**config.mk**
```make
export PLATFORM = sky130hd
export DESIGN_NAME = fault_shutdown_seq
export DESIGN_NICKNAME = d
export VERILOG_FILES = /design/src/rtl/fault_seq_pkg.sv /design/src/rtl/fault_seq_ctrl.sv /design/src/rtl/fault_seq_gate.sv /design/src/rtl/fault_shutdown_seq.sv
export SDC_FILE = /design/constraint.sdc
export NUM_CORES = 1
export LEC_CHECK = 0
export BUFFER_PORTS_ARGS = -buffer_cell sky130_fd_sc_hd__buf_2
export CAP_MARGIN = 0
export CORE_AREA = 3 3 68 70
export CTS_BUF_LIST = sky130_fd_sc_hd__clkbuf_2
export DETAILED_ROUTE_END_ITERATION = 16
export DIE_AREA = 0 0 71 73
export SETUP_SLACK_MARGIN = 0.05
export SYNTH_ARGS = -nofsm -noshare
export SYNTH_HDL_FRONTEND = slang
export SYNTH_SLANG_ARGS = --single-unit
```
**constraint.sdc**
```tcl
create_clock -name clk -period 3.62 [get_ports clk]
set_input_delay 0.724 -clock clk [delete_from_list [all_inputs] [get_ports clk]]
set_output_delay 0.724 -clock clk [all_outputs]
set_load 0.01 [all_outputs]
```
**src/rtl/fault_seq_pkg.sv**
```systemverilog
package fault_seq_pkg;
  parameter int unsigned FS_MAX_PHASES = 4;
  localparam int unsigned FS_CNT_W = $clog2(FS_MAX_PHASES + 1);

  typedef enum logic [1:0] {
    SEQ_IDLE    = 2'd0,
    SEQ_CL_RUN  = 2'd1,
    SEQ_ALL_OFF = 2'd2
  } seqState_t;

  typedef struct packed {
    logic                     restore;
    logic                     loadCount;
    logic [FS_MAX_PHASES-1:0] pwmKill;
    logic [FS_MAX_PHASES-1:0] srKill;
  } gateStrobe_t;
endpackage

```
**src/rtl/fault_seq_ctrl.sv**
```systemverilog
module fault_seq_ctrl
  import fault_seq_pkg::*;
#(
  parameter int unsigned SYNC_STAGES   = 2,
  parameter int unsigned CL_BASE_TICKS = 10,
  parameter int unsigned CL_STEP_TICKS = 3
) (
  input  logic                clk,
  input  logic                rstN,
  input  logic                extFaultAsync,
  input  logic                clFlag,
  input  logic                cycleStrobe,
  input  logic                usTick,
  input  logic                clearReq,
  input  logic [FS_CNT_W-1:0] activeCount,
  output gateStrobe_t         strb,
  output logic                extSticky,
  output logic                clSticky
);
  localparam int unsigned P      = FS_MAX_PHASES;
  localparam int unsigned TICK_W = $clog2(CL_BASE_TICKS + CL_STEP_TICKS * P + 2);

  logic [SYNC_STAGES-1:0] syncChain;
  logic                   extSync;
  seqState_t              state, stateNext;
  logic                   primaryPend, pendNext;
  logic [TICK_W-1:0]      tickCnt, tickLoad, tickNext, lastDl;
  logic [P-1:0]           stepKill, pwmKillV, srKillV;
  logic                   restoreNow, seqDone;

  always_ff @(posedge clk or negedge rstN) begin
    if (!rstN) syncChain <= '0;
    else       syncChain <= {syncChain[SYNC_STAGES-2:0], extFaultAsync};
  end
  assign extSync = syncChain[SYNC_STAGES-1];

  assign tickNext   = tickCnt + TICK_W'(usTick);
  assign restoreNow = (state != SEQ_IDLE) && clearReq && !extSync && !clFlag;

  always_comb begin
    if (activeCount <= FS_CNT_W'(1)) lastDl = TICK_W'(CL_BASE_TICKS);
    else lastDl = TICK_W'(CL_BASE_TICKS + CL_STEP_TICKS * (int'(activeCount) - 2));
  end
  assign seqDone = tickNext >= lastDl;

  always_comb begin
    stepKill = '0;
    for (int k = 0; k < int'(P); k++) begin
      if (FS_CNT_W'(k) < activeCount &&
          tickNext >= TICK_W'((k == 0) ? CL_BASE_TICKS : CL_BASE_TICKS + CL_STEP_TICKS * (k - 1)))
        stepKill[k] = 1'b1;
    end
  end

  always_comb begin
    stateNext = state;
    pendNext  = primaryPend;
    tickLoad  = tickCnt;
    pwmKillV  = '0;
    srKillV   = '0;
    if (restoreNow) begin
      stateNext = SEQ_IDLE;
      pendNext  = 1'b0;
      tickLoad  = '0;
    end else if (extSync) begin
      pwmKillV  = '1;
      srKillV   = '1;
      stateNext = SEQ_ALL_OFF;
      pendNext  = 1'b0;
    end else begin
      case (state)
        SEQ_IDLE: begin
          if (clFlag) begin
            stateNext   = SEQ_CL_RUN;
            tickLoad    = '0;
            pwmKillV[0] = cycleStrobe;
            pendNext    = !cycleStrobe;
          end
        end
        SEQ_CL_RUN: begin
          tickLoad = tickNext;
          if (primaryPend && cycleStrobe) begin
            pwmKillV[0] = 1'b1;
            pendNext    = 1'b0;
          end
          pwmKillV = pwmKillV | stepKill;
          srKillV  = stepKill;
          if (stepKill[0]) pendNext = 1'b0;
          if (seqDone) stateNext = SEQ_ALL_OFF;
        end
        default: ;
      endcase
    end
  end

  always_comb begin
    strb.restore   = restoreNow;
    strb.loadCount = (state == SEQ_IDLE);
    strb.pwmKill   = pwmKillV;
    strb.srKill    = srKillV;
  end

  always_ff @(posedge clk or negedge rstN) begin
    if (!rstN) begin
      state       <= SEQ_IDLE;
      primaryPend <= 1'b0;
      tickCnt     <= '0;
      extSticky   <= 1'b0;
      clSticky    <= 1'b0;
    end else begin
      state       <= stateNext;
      primaryPend <= pendNext;
      tickCnt     <= tickLoad;
      if (restoreNow) begin
        extSticky <= 1'b0;
        clSticky  <= 1'b0;
      end else begin
        if (extSync) extSticky <= 1'b1;
        if (clFlag)  clSticky  <= 1'b1;
      end
    end
  end

  p_ext_sticky_r5: assert property (@(posedge clk) disable iff (!rstN)
    extSync |=> extSticky);

  p_cl_sticky_r9: assert property (@(posedge clk) disable iff (!rstN)
    clFlag |=> clSticky);

  p_clear_quiet_r10: assert property (@(posedge clk) disable iff (!rstN)
    $fell(clSticky) |-> ($past(clearReq) && !$past(clFlag)));

  p_primary_strobe_r6: assert property (@(posedge clk) disable iff (!rstN)
    (state == SEQ_CL_RUN && cycleStrobe) |=> !primaryPend);
endmodule

```
**src/rtl/fault_seq_gate.sv**
```systemverilog
module fault_seq_gate
  import fault_seq_pkg::*;
(
  input  logic                     clk,
  input  logic                     rstN,
  input  gateStrobe_t              strb,
  input  logic [FS_CNT_W-1:0]      phaseCount,
  input  logic [FS_MAX_PHASES-1:0] pwmIn,
  input  logic [FS_MAX_PHASES-1:0] srEnIn,
  output logic [FS_MAX_PHASES-1:0] pwmOut,
  output logic [FS_MAX_PHASES-1:0] srEnOut,
  output logic [FS_CNT_W-1:0]      activeCount
);
  localparam int unsigned P = FS_MAX_PHASES;

  logic [FS_CNT_W-1:0] clampedCount;
  logic [P-1:0]        pwmMask, srMask, assigned;

  always_comb begin
    if (phaseCount == '0)                   clampedCount = FS_CNT_W'(1);
    else if (phaseCount > FS_CNT_W'(P))     clampedCount = FS_CNT_W'(P);
    else                                    clampedCount = phaseCount;
  end

  always_ff @(posedge clk or negedge rstN) begin
    if (!rstN)               activeCount <= FS_CNT_W'(P);
    else if (strb.loadCount) activeCount <= clampedCount;
  end

  always_ff @(posedge clk or negedge rstN) begin
    if (!rstN) begin
      pwmMask <= '1;
      srMask  <= '1;
    end else if (strb.restore) begin
      pwmMask <= '1;
      srMask  <= '1;
    end else begin
      pwmMask <= pwmMask & ~strb.pwmKill;
      srMask  <= srMask & ~strb.srKill;
    end
  end

  for (genvar i = 0; i < int'(P); i++) begin : g_lane
    assign assigned[i] = FS_CNT_W'(i) < activeCount;
    assign pwmOut[i]   = pwmIn[i] & pwmMask[i] & assigned[i];
    assign srEnOut[i]  = srEnIn[i] & srMask[i] & assigned[i];

    p_sr_with_pwm_r7: assert property (@(posedge clk) disable iff (!rstN)
      !srMask[i] |-> !pwmMask[i]);

    if (i > 0) begin : g_order
      p_order_r8: assert property (@(posedge clk) disable iff (!rstN)
        !pwmMask[i] |-> !pwmMask[i-1]);
    end
  end

  p_count_range_r2: assert property (@(posedge clk) disable iff (!rstN)
    activeCount >= FS_CNT_W'(1) && activeCount <= FS_CNT_W'(P));

  p_count_stable_r3: assert property (@(posedge clk) disable iff (!rstN)
    !strb.loadCount |=> $stable(activeCount));
endmodule

```
**src/rtl/fault_shutdown_seq.sv**
```systemverilog
module fault_shutdown_seq
  import fault_seq_pkg::*;
#(
  parameter int unsigned SYNC_STAGES   = 2,
  parameter int unsigned CL_BASE_TICKS = 10,
  parameter int unsigned CL_STEP_TICKS = 3
) (
  input  logic                     clk,
  input  logic                     rstN,
  input  logic                     extFault,
  input  logic                     clTrip,
  input  logic                     cycleStrobe,
  input  logic                     usTick,
  input  logic [FS_CNT_W-1:0]      phaseCount,
  input  logic                     clearReq,
  input  logic [FS_MAX_PHASES-1:0] pwmIn,
  input  logic [FS_MAX_PHASES-1:0] srEnIn,
  output logic [FS_MAX_PHASES-1:0] pwmOut,
  output logic [FS_MAX_PHASES-1:0] srEnOut,
  output logic                     extFaultLatched,
  output logic                     clFaultLatched
);
  gateStrobe_t         strb;
  logic [FS_CNT_W-1:0] activeCount;

  fault_seq_ctrl #(
    .SYNC_STAGES  (SYNC_STAGES),
    .CL_BASE_TICKS(CL_BASE_TICKS),
    .CL_STEP_TICKS(CL_STEP_TICKS)
  ) u_ctrl (
    .clk          (clk),
    .rstN         (rstN),
    .extFaultAsync(extFault),
    .clFlag       (clTrip),
    .cycleStrobe  (cycleStrobe),
    .usTick       (usTick),
    .clearReq     (clearReq),
    .activeCount  (activeCount),
    .strb         (strb),
    .extSticky    (extFaultLatched),
    .clSticky     (clFaultLatched)
  );

  fault_seq_gate u_gate (
    .clk        (clk),
    .rstN       (rstN),
    .strb       (strb),
    .phaseCount (phaseCount),
    .pwmIn      (pwmIn),
    .srEnIn     (srEnIn),
    .pwmOut     (pwmOut),
    .srEnOut    (srEnOut),
    .activeCount(activeCount)
  );
endmodule

```
# Yosys cells after proc, flatten, opt, wreduce, memory -nomap -nowiden
# Index checks and enable logic that the tools add are counted.
[totals]
output_inout_bits = 10
in_bits = 18
reg_bits = 23
wordCells = 111
[classes]
reduce_logical = 21
mux = 40
eq_ne = 6
bitwise = 21
multipliers = 1
magnitude_cmp = 10
addsub = 3
[op_table]
columns = ["cell", "n"]
rows = [
  ["2-bit by 32-bit multiplier with 5-bit output, first input constant", 1],
  ["4-bit 2-to-1 mux", 7],
  ["5-bit 2-to-1 mux", 4],
  ["1-bit 2-to-1 mux", 18],
  ["1-bit AND", 16],
  ["5-bit by 4-bit greater-or-equal comparator with 1-bit output, second input constant", 2],
  ["5-bit case mux with 2 select lines", 1],
  ["3-bit 2-to-1 mux", 3],
  ["3-bit AND reduction", 3],
  ["4-bit AND", 2],
  ["1-bit logical AND", 8],
  ["2-bit 2-to-1 mux", 4],
  ["4-bit inverter", 2],
  ["1-bit by 3-bit < comparator with 1-bit output, first input constant", 2],
  ["2-bit by 3-bit < comparator with 1-bit output, first input constant", 2],
  ["2-bit nonzero test", 3],
  ["4-bit by 5-bit adder with 5-bit output, first input constant", 1],
  ["5-bit by 1-bit adder with 5-bit output", 1],
  ["5-bit greater-or-equal comparator", 1],
  ["5-bit greater-or-equal comparator, second input constant", 1],
  ["5-bit by 1-bit != test with 1-bit output, second input constant", 1],
  ["4-bit by 1-bit != test with 1-bit output, second input constant", 1],
  ["4-bit by 2-bit != test with 1-bit output, second input constant", 1],
  ["1-bit by 4-bit OR with 4-bit output", 1],
  ["13 further kinds", 16],
]

# Logic depth before layout (Yosys ltp)
# Gate-level depths: netlist of run 1.
[logic_depth]
ltp_word = 12
mapped_depth = 10
mapped_depth_nobuf = 10

# Hierarchy
# A second synthesis of run 1 with hierarchy kept.
[unflattened]
hier_cells = 173
area_unflattened_um2 = 1591.5
[by_module_without_submodules]
columns = ["module", "cells_each", "n_inst", "area_per_inst_um2", "seq_area_each_um2"]
rows = [
  ["fault_seq_ctrl", 124, 1, 1091.0, 300.3],
  ["fault_seq_gate", 49, 1, 500.5, 286.5],
]

# Least setup slack after synthesis of run 1
# OpenSTA, ideal clock, no wires.
[synth_timing]
path_type = "reg2reg"
start = "register u_gate.activeCount[2]"
end = "register u_ctrl.state[0]"
n_path_buf = 0
t_arrival_ps = 2677
period_less_slack_ps = 2742
setup_slack_ps = 878
setup_time_ps = 65
stages_incl_launch_ff = 11
required_ps = 3555
path_cell_list = "dfstp_2 inv_1 ha_1 xor2_1 ha_1 inv_1 fa_1 or3_1 ha_1 a311oi_2 o22a_1"
[synth_via]
elab_chain_len = 7
elab_cells_between_ends = 8
cone_classes = "2 x add/sub; 1 x mul; 2 x order compare; 1 x eq/ne; 1 x mux; 1 x reduce/logical"
[synth_rtl]
columns = ["element", "line", "source"]
rows = [
  ["start, declared", "fault_seq_gate.sv:12", "output logic [FS_CNT_W-1:0] activeCount"],
  ["start signal, assigned", "fault_seq_gate.sv:26", "if (!rstN) activeCount <= FS_CNT_W'(P);"],
  ["start signal, assigned", "fault_seq_gate.sv:27", "else if (strb.loadCount) activeCount <= clampedCount;"],
  ["3-bit by 2-bit subtractor with 4-bit output", "fault_seq_ctrl.sv:42", "else lastDl = TICK_W'(CL_BASE_TICKS + CL_STEP_TICKS * (int'(activeCount) - 2));"],
  ["2-bit by 32-bit multiplier with 5-bit output", "fault_seq_ctrl.sv:42", ""],
  ["4-bit by 5-bit adder with 5-bit output", "fault_seq_ctrl.sv:42", ""],
  ["5-bit 2-to-1 mux (*)", "fault_seq_ctrl.sv:41", "if (activeCount <= FS_CNT_W'(1)) lastDl = TICK_W'(CL_BASE_TICKS);"],
  ["5-bit greater-or-equal comparator (*)", "fault_seq_ctrl.sv:44", "assign seqDone = tickNext >= lastDl;"],
  ["4-bit by 1-bit != test with 1-bit output (no source line) (*)", "-", ""],
  ["3-bit AND reduction (no source line) (*)", "-", ""],
  ["end signal, assigned", "fault_seq_ctrl.sv:111", "state <= stateNext;"],
  ["end, declared", "fault_seq_ctrl.sv:25", "seqState_t state, stateNext;"],
]
# Mark *: on every way between the ends. The rest lies on a longest branch, timed or not.
# A chain may end at the register's enable or synchronous reset.

# Worst setup path in the final report of run 1
# Ends and elaborated chain as after synthesis.

==> results.yml, run 1 <==
global_route:
  grt_max_degree: 24
  grt_pass1_vias: 1265
  grt_pass1_wl_um: 5840
  antenna_found_initial: 0
  gr-usage-all-layers: 0.142
  grt_overflow_total: 0
logic_synthesis:
  yosysSeqAreaShare: 0.363
  synth_seq_cells: 23
  synth_flop_cell: "dfrtp_1"
  syn_area_um2: 1620
  synth_top_area_cell: "dfrtp_1"
  synth_edf_count: 0
  yosysWarnings: 0
  syn-instance-count: 169
  ys_types: 59
  synth.area.top_cells: "dfrtp_1 22%, dfstp_2 15%, ha_1 8.5%"
  avgSynthCellArea_um2: 9.57
  async_flop_share: 1.00
  syn-num-nets: 199
  synth_top_area_share: 0.217
floorplan:
  ios: 28
  initial_utilization: 0.401
  die_y_um: 73
  core_um2: 4030
  fp-row-count: 23
  dieArea_um2: 5180
  die_w_um: 71
layout:
  antenna_cells: 0
  final_core_util: 0.448
  fillers: 404
  nNetsFinal: 227
  area_delta_synth_final_pct: 11.7
  mostFrequentLayoutCell: "buf_2"
  final_cells: 246
  final_layout_size_suffix_gt1_frac: 0.306
  final_cell_mix: "27 x buf_2, 14 x inv_1, 14 x o21ai_0, 14 x dfrtp_1"
route:
  drc: 0
  wl_per_cell_um: 14.3
  drt-total-wl_um: 3510
  drtIter0Drc: 63
  vias: 1285
  ant_nets: 0
  first_pass_iters: 4
  via_per_inst: 5.22
worst_setup_path:
  worst-path-max-fanout: 6
  end_kind: "register"
  required_ps: 3930
  worst-setup-path-type: "reg2reg"
  setup.worst_path.start_class: "register"
  cp.arrival_ps: 3250
clock_network:
  clockRootBuffer: "clkbuf_2"
  cts.clk_slew.worst_paths_ps: 230
  htreeDepth: 1
  cts_buffers: 3
  clock_sinks: 23
  hold_buffers: 0
  cts_tree: "built"
  postCtsSetupBuffers: 0
  clockBufferDepth: 2
  clk_latency_ps: 340
  cts-resized-gates: 0
sta:
  hold_viol_final: 0
  min_period_ps: 2940
  setup_tns_ps: 0
  timing.final.crit_share: 0.813
  slew_headroom: 0.490
  worst_pin_slew_ps: 760
  fin_skew_ps: 12.9
  drv_slew: 0
  max_clock_freq_ghz: 0.340
  rsz0062_at_grt: "no"
  setup_viol: 0
pwr:
  power_leakage_nw: 0.835
  peakVddDrop_v: 0.000194
  p_per_area_nw_per_um2: 538
  p_total_w: 0.000972
placed_design:
  hpwlAfterDp_um: 2790
  io_buffers: 27
  globalplace.congestion: 0.776
  place_inst: 242
min_path:
  hold_path.class: "in2async"
run_status:
  status: "finished clean"
run:
  drv_cap: 0
## cell families after synthesis
logic type | Yosys count | share of synthesized area
fa+ha+maj | 13 | 0.104
compound gates | 50 | 0.221
buf+inv | 19 | 0.0526
mux | 1 | 0.00697
xor+xnor | 4 | 0.0379
simple gates | 59 | 0.214
flops | 23 | 0.363
## report_power, final
part / switching (W) / internal [W] / total, W / leakage [nW]
clock network: 0.0000805 / 0.0000292 / 0.000110 / 0.0166
registers: 0.0000485 / 0.000312 / 0.000360 / 0.270
logic: 0.000273 / 0.000229 / 0.000502 / 0.549
total: 0.000402 / 0.000570 / 0.000972 / 0.835
## cell type report
cell class / count / area [µm²] / share of cell area
clock buffer: 4 / 20.0 / 0.0111
timing repair buffer: 27 / 135 / 0.0748
tap: 50 / 62.6 / 0.0347
sequential: 23 / 587 / 0.325
multi-input combinational: 127 / 945 / 0.523
inverter: 15 / 56.3 / 0.0312
## worst max-delay path, cell delays in order, from the launching register on
cell and delay (ps):
dfstp_2 630, inv_1 120, ha_1 300, xor2_1 170, ha_1 160, inv_1 50, fa_1 340, or3_1 380
ha_1 320, a311oi_2 250, o22a_1 190
## state kept, by name (all words and copies together) (netlist names)
name / count
u_ctrl.tickCnt: 5
u_gate.pwmMask: 4
u_gate.srMask: 4
u_gate.activeCount: 3
u_ctrl.state: 2
u_ctrl.syncChain: 2
u_ctrl.clSticky: 1
u_ctrl.extSticky: 1
u_ctrl.primaryPend: 1
## cells in the mapped netlist, types with 2 or more instances
| library cell | n |
|---|---|
| a211oi_1 | 2 |
| a21o_1 | 2 |
| a21oi_1 | 9 |
| and3_1 | 8 |
| dfrtp_1 | 14 |
| dfstp_2 | 9 |
| ha_1 | 11 |
| inv_1 | 14 |
| nand2_1 | 11 |
| nand2b_1 | 4 |
| nand3_1 | 7 |
| nand3b_1 | 2 |
| nor2_1 | 8 |
| nor2b_1 | 4 |
| nor2b_2 | 2 |
| nor3_1 | 2 |
| o211ai_1 | 4 |
| o21ai_0 | 14 |
| xor2_1 | 2 |
## per-layer routing
metal	wire length (µm)	GRT usage
met3	119	0.0179
met5	0	0
met4	38	0.0418
met1	1670	0.194
met2	1690	0.238
## path summary, 6_finish.rpt
kind | startpoint | to | slack [ps] | cells past startpoint
min in group clk | u_ctrl.syncChain[0]$_DFF_PN0_ | u_ctrl.syncChain[1]$_DFF_PN0_ | 380 | 0
worst min register to register | u_ctrl.syncChain[0]$_DFF_PN0_ | u_ctrl.syncChain[1]$_DFF_PN0_ | 380 | 0
max in group asynchronous | rstN | u_gate.srMask[2]$_DFF_PN1_ | 2920 | 1
worst max register to register | u_gate.activeCount[2]$_DFFE_PN1P_ | u_ctrl.state[0]$_DFFE_PN0P_ | 680 | 10
worst min-delay path | rstN | u_ctrl.primaryPend$_DFFE_PN0P_ | 310 | 1
worst max-delay path | u_gate.activeCount[2]$_DFFE_PN1P_ | u_ctrl.state[0]$_DFFE_PN0P_ | 680 | 10
## through the flow
stage / hold WS (ps) / worst slack [ps] / cell area (µm²)
2_1_floorplan: 331 / 878 / 1620
3_3_place_gp: 334 / 808 / 1790
3_5_place_dp: 336 / 663 / 1790
4_1_cts: 321 / 652 / 1810
5_1_grt: 309 / 494 / 1810
6_report: 312 / 677 / 1810
(Power assumes the default switching activity.)
==> run 2: changes to the inputs <==
==> constraint.sdc (replaced) <==
create_clock -name clk -period 2.4 [get_ports clk]
set_input_delay 0.48 -clock clk [delete_from_list [all_inputs] [get_ports clk]]
set_output_delay 0.48 -clock clk [all_outputs]
set_load 0.01 [all_outputs]
==> run 2 against run 1 <==
  * The flow now finishes with violations (setup timing)
  * Critical path depth is the same
  * First-iteration DRC count shrank 7.9%
  * Combinational power grew 110%
  * Utilization grew 3.6 points
  * Global-route usage grew 1.3 points
  * Largest cell class unchanged
  * Largest power group unchanged
==> results.yml, run 2 (synthesis results as in run 1) <==
global_route:
  grt_overflow_total: 0
  antenna_found_initial: 0
  grt_pass1_vias: 1358
  gr-usage-all-layers: 0.156
  grt_pass1_wl_um: 6460
  grt_max_degree: 24
clock_network:
  clk_latency_ps: 320
  cts.clk_slew.worst_paths_ps: 220
  cts_tree: "built"
  clockBufferDepth: 2
  clock_sinks: 23
  clockRootBuffer: "clkbuf_2"
  hold_buffers: 0
  htreeDepth: 1
  cts_buffers: 3
worst_setup_path:
  r2r-start: "u_gate.activeCount[2]$_DFFE_PN1P_"
  r2r_cells: 10
  crit_slowest_cell: "dfstp_2"
  cp.arrival_ps: 2890
  critPathCapture: "u_ctrl.state[0]$_DFFE_PN0P_"
  cp.depth: 10
  rrSetupSlack_ps: -250
  startpoint: "u_gate.activeCount[2]$_DFFE_PN1P_"
  critPathTopFamily: "adder cells"
  setup.worst_path.start_class: "register"
  worst-setup-path-type: "reg2reg"
  worst-path-max-fanout: 3
  required_ps: 2640
  cpPeakStageDelay_ps: 610
  rr_endpoint: "u_ctrl.state[0]$_DFFE_PN0P_"
  crit_top_cell: "ha_4"
  cp_num_buf_inv: 2
  path_cells: "inv_4 > ha_4 > xor2_1 > ha_2 > inv_2 > fa_2 > or3_4 > ha_4 > a311oi_2 > o22a_1"
  end_kind: "register"
route:
  drtIter0Drc: 58
  ant_nets: 0
  vias: 1346
  via_per_inst: 5.24
  first_pass_iters: 4
  wl_per_cell_um: 14.3
  drc: 0
  drt-total-wl_um: 3680
layout:
  final_core_util: 0.484
  antenna_cells: 0
  reg_top3: "u_ctrl.tickCnt (5), u_gate.pwmMask (4), u_gate.srMask (4)"
  largest_reg_flops: 5
  final_cell_mix: "27 x buf_2, 14 x o21ai_0, 14 x dfrtp_1, 12 x inv_1"
  top_register: "u_ctrl.tickCnt"
  area_delta_synth_final_pct: 20.7
  final_cell_area_um2: 1950
  final_layout_size_suffix_gt1_frac: 0.386
  nNetsFinal: 238
  mostFrequentLayoutCell: "buf_2"
pwr:
  peakVddDrop_v: 0.000284
  internal_power_w: 0.00104
  power.switching_w: 0.000673
  switching_share: 0.393
  power_frac_comb: 0.606
  seqPwrFrac: 0.305
  clockPowerShare: 0.089
  power_leakage_nw: 0.896
  p_per_area_nw_per_um2: 878
run:
  drv_cap: 0
floorplan:
  ios: 28
  initial_utilization: 0.401
  die_y_um: 73
  fp-row-count: 23
  dieArea_um2: 5180
  die_w_um: 71
  core_um2: 4030
sta:
  slew_headroom: 0.657
  hold_viol_final: 0
  fin_skew_ps: 5.50
  max_clock_freq_ghz: 0.377
  rsz0062_at_grt: "yes"
  drv_slew: 0
  timing.final.crit_share: 1.11
  timing.final.ws_setup_ps: -254
  worst_pin_slew_ps: 514
  setup_viol: 2
  min_period_ps: 2650
  setup_tns_ps: -475
placed_design:
  dpl-instance-area_um2: 1900
  io_buffers: 27
  globalplace.congestion: 0.821
  hpwlAfterDp_um: 2960
run_status:
  failed_checks: "setup timing"
  status: "finished, violations left"
min_path:
  hold_path.class: "in2async"
[run 2: metal layers]
metal,global-route usage,wire length (µm)
met5,0,0
met4,0.0459,60
met3,0.0248,150
met2,0.270,1870
met1,0.201,1590
[run 2: power groups by stage]
| stage | logic [W] | clock network (W) | registers (W) |
|---|---|---|---|
| floorplan | 0.000641 | 0 | 0.000527 |
| CTS | 0.00105 | 0.000164 | 0.000523 |
| detailed placement | 0.000956 | 0 | 0.000529 |
| global placement | 0.000931 | 0 | 0.000525 |
| global route | 0.00115 | 0.000184 | 0.000534 |
| finish | 0.00104 | 0.000153 | 0.000523 |
[run 2: final cells by class]
class                           count  area [µm²]
Inverter                           15        58.8
Timing Repair Buffer               38         218
Sequential cell                    23         587
Clock inverter                      1        5.00
Tap cell                           50        62.6
Clock buffer                        3        15.0
Fill cell                         392        2080
Multi-Input combinational cell    127        1010
[run 2: repair_timing]
item | CTS | global route
cloned | 0 | 0
resized for setup | 6 | 0
setup buffers | 1 | 0
pin swaps | 8 | 1
endpoints found under the setup margin | 6 | 6
[run 2: worst min path at each step]
stage	start	cells past startpoint	slack (ps)	endpoint
2_1_floorplan	rstN	0	180	u_ctrl.clSticky$_DFFE_PN0P_
4_1_cts	rstN	1	90	u_ctrl.tickCnt[1]$_DFFE_PN0P_
5_1_grt	rstN	1	70	u_gate.activeCount[0]$_DFFE_PN0P_
6_report	rstN	1	90	u_gate.activeCount[0]$_DFFE_PN0P_
3_5_place_dp	u_ctrl.syncChain[0]$_DFF_PN0_	0	340	u_ctrl.syncChain[1]$_DFF_PN0_
3_3_place_gp	u_ctrl.syncChain[0]$_DFF_PN0_	0	330	u_ctrl.syncChain[1]$_DFF_PN0_
[run 2: per-stage QoR]
step                cells  total power (W)  hold WS (ps)  setup WS (ps)
floorplan             169          0.00117           184           -293
global route          257          0.00187          74.2           -336
detailed placement    252          0.00149           341           -328
CTS                   257          0.00173          90.2           -280
finish                257          0.00171          90.3           -254
global placement      252          0.00146           335           -268
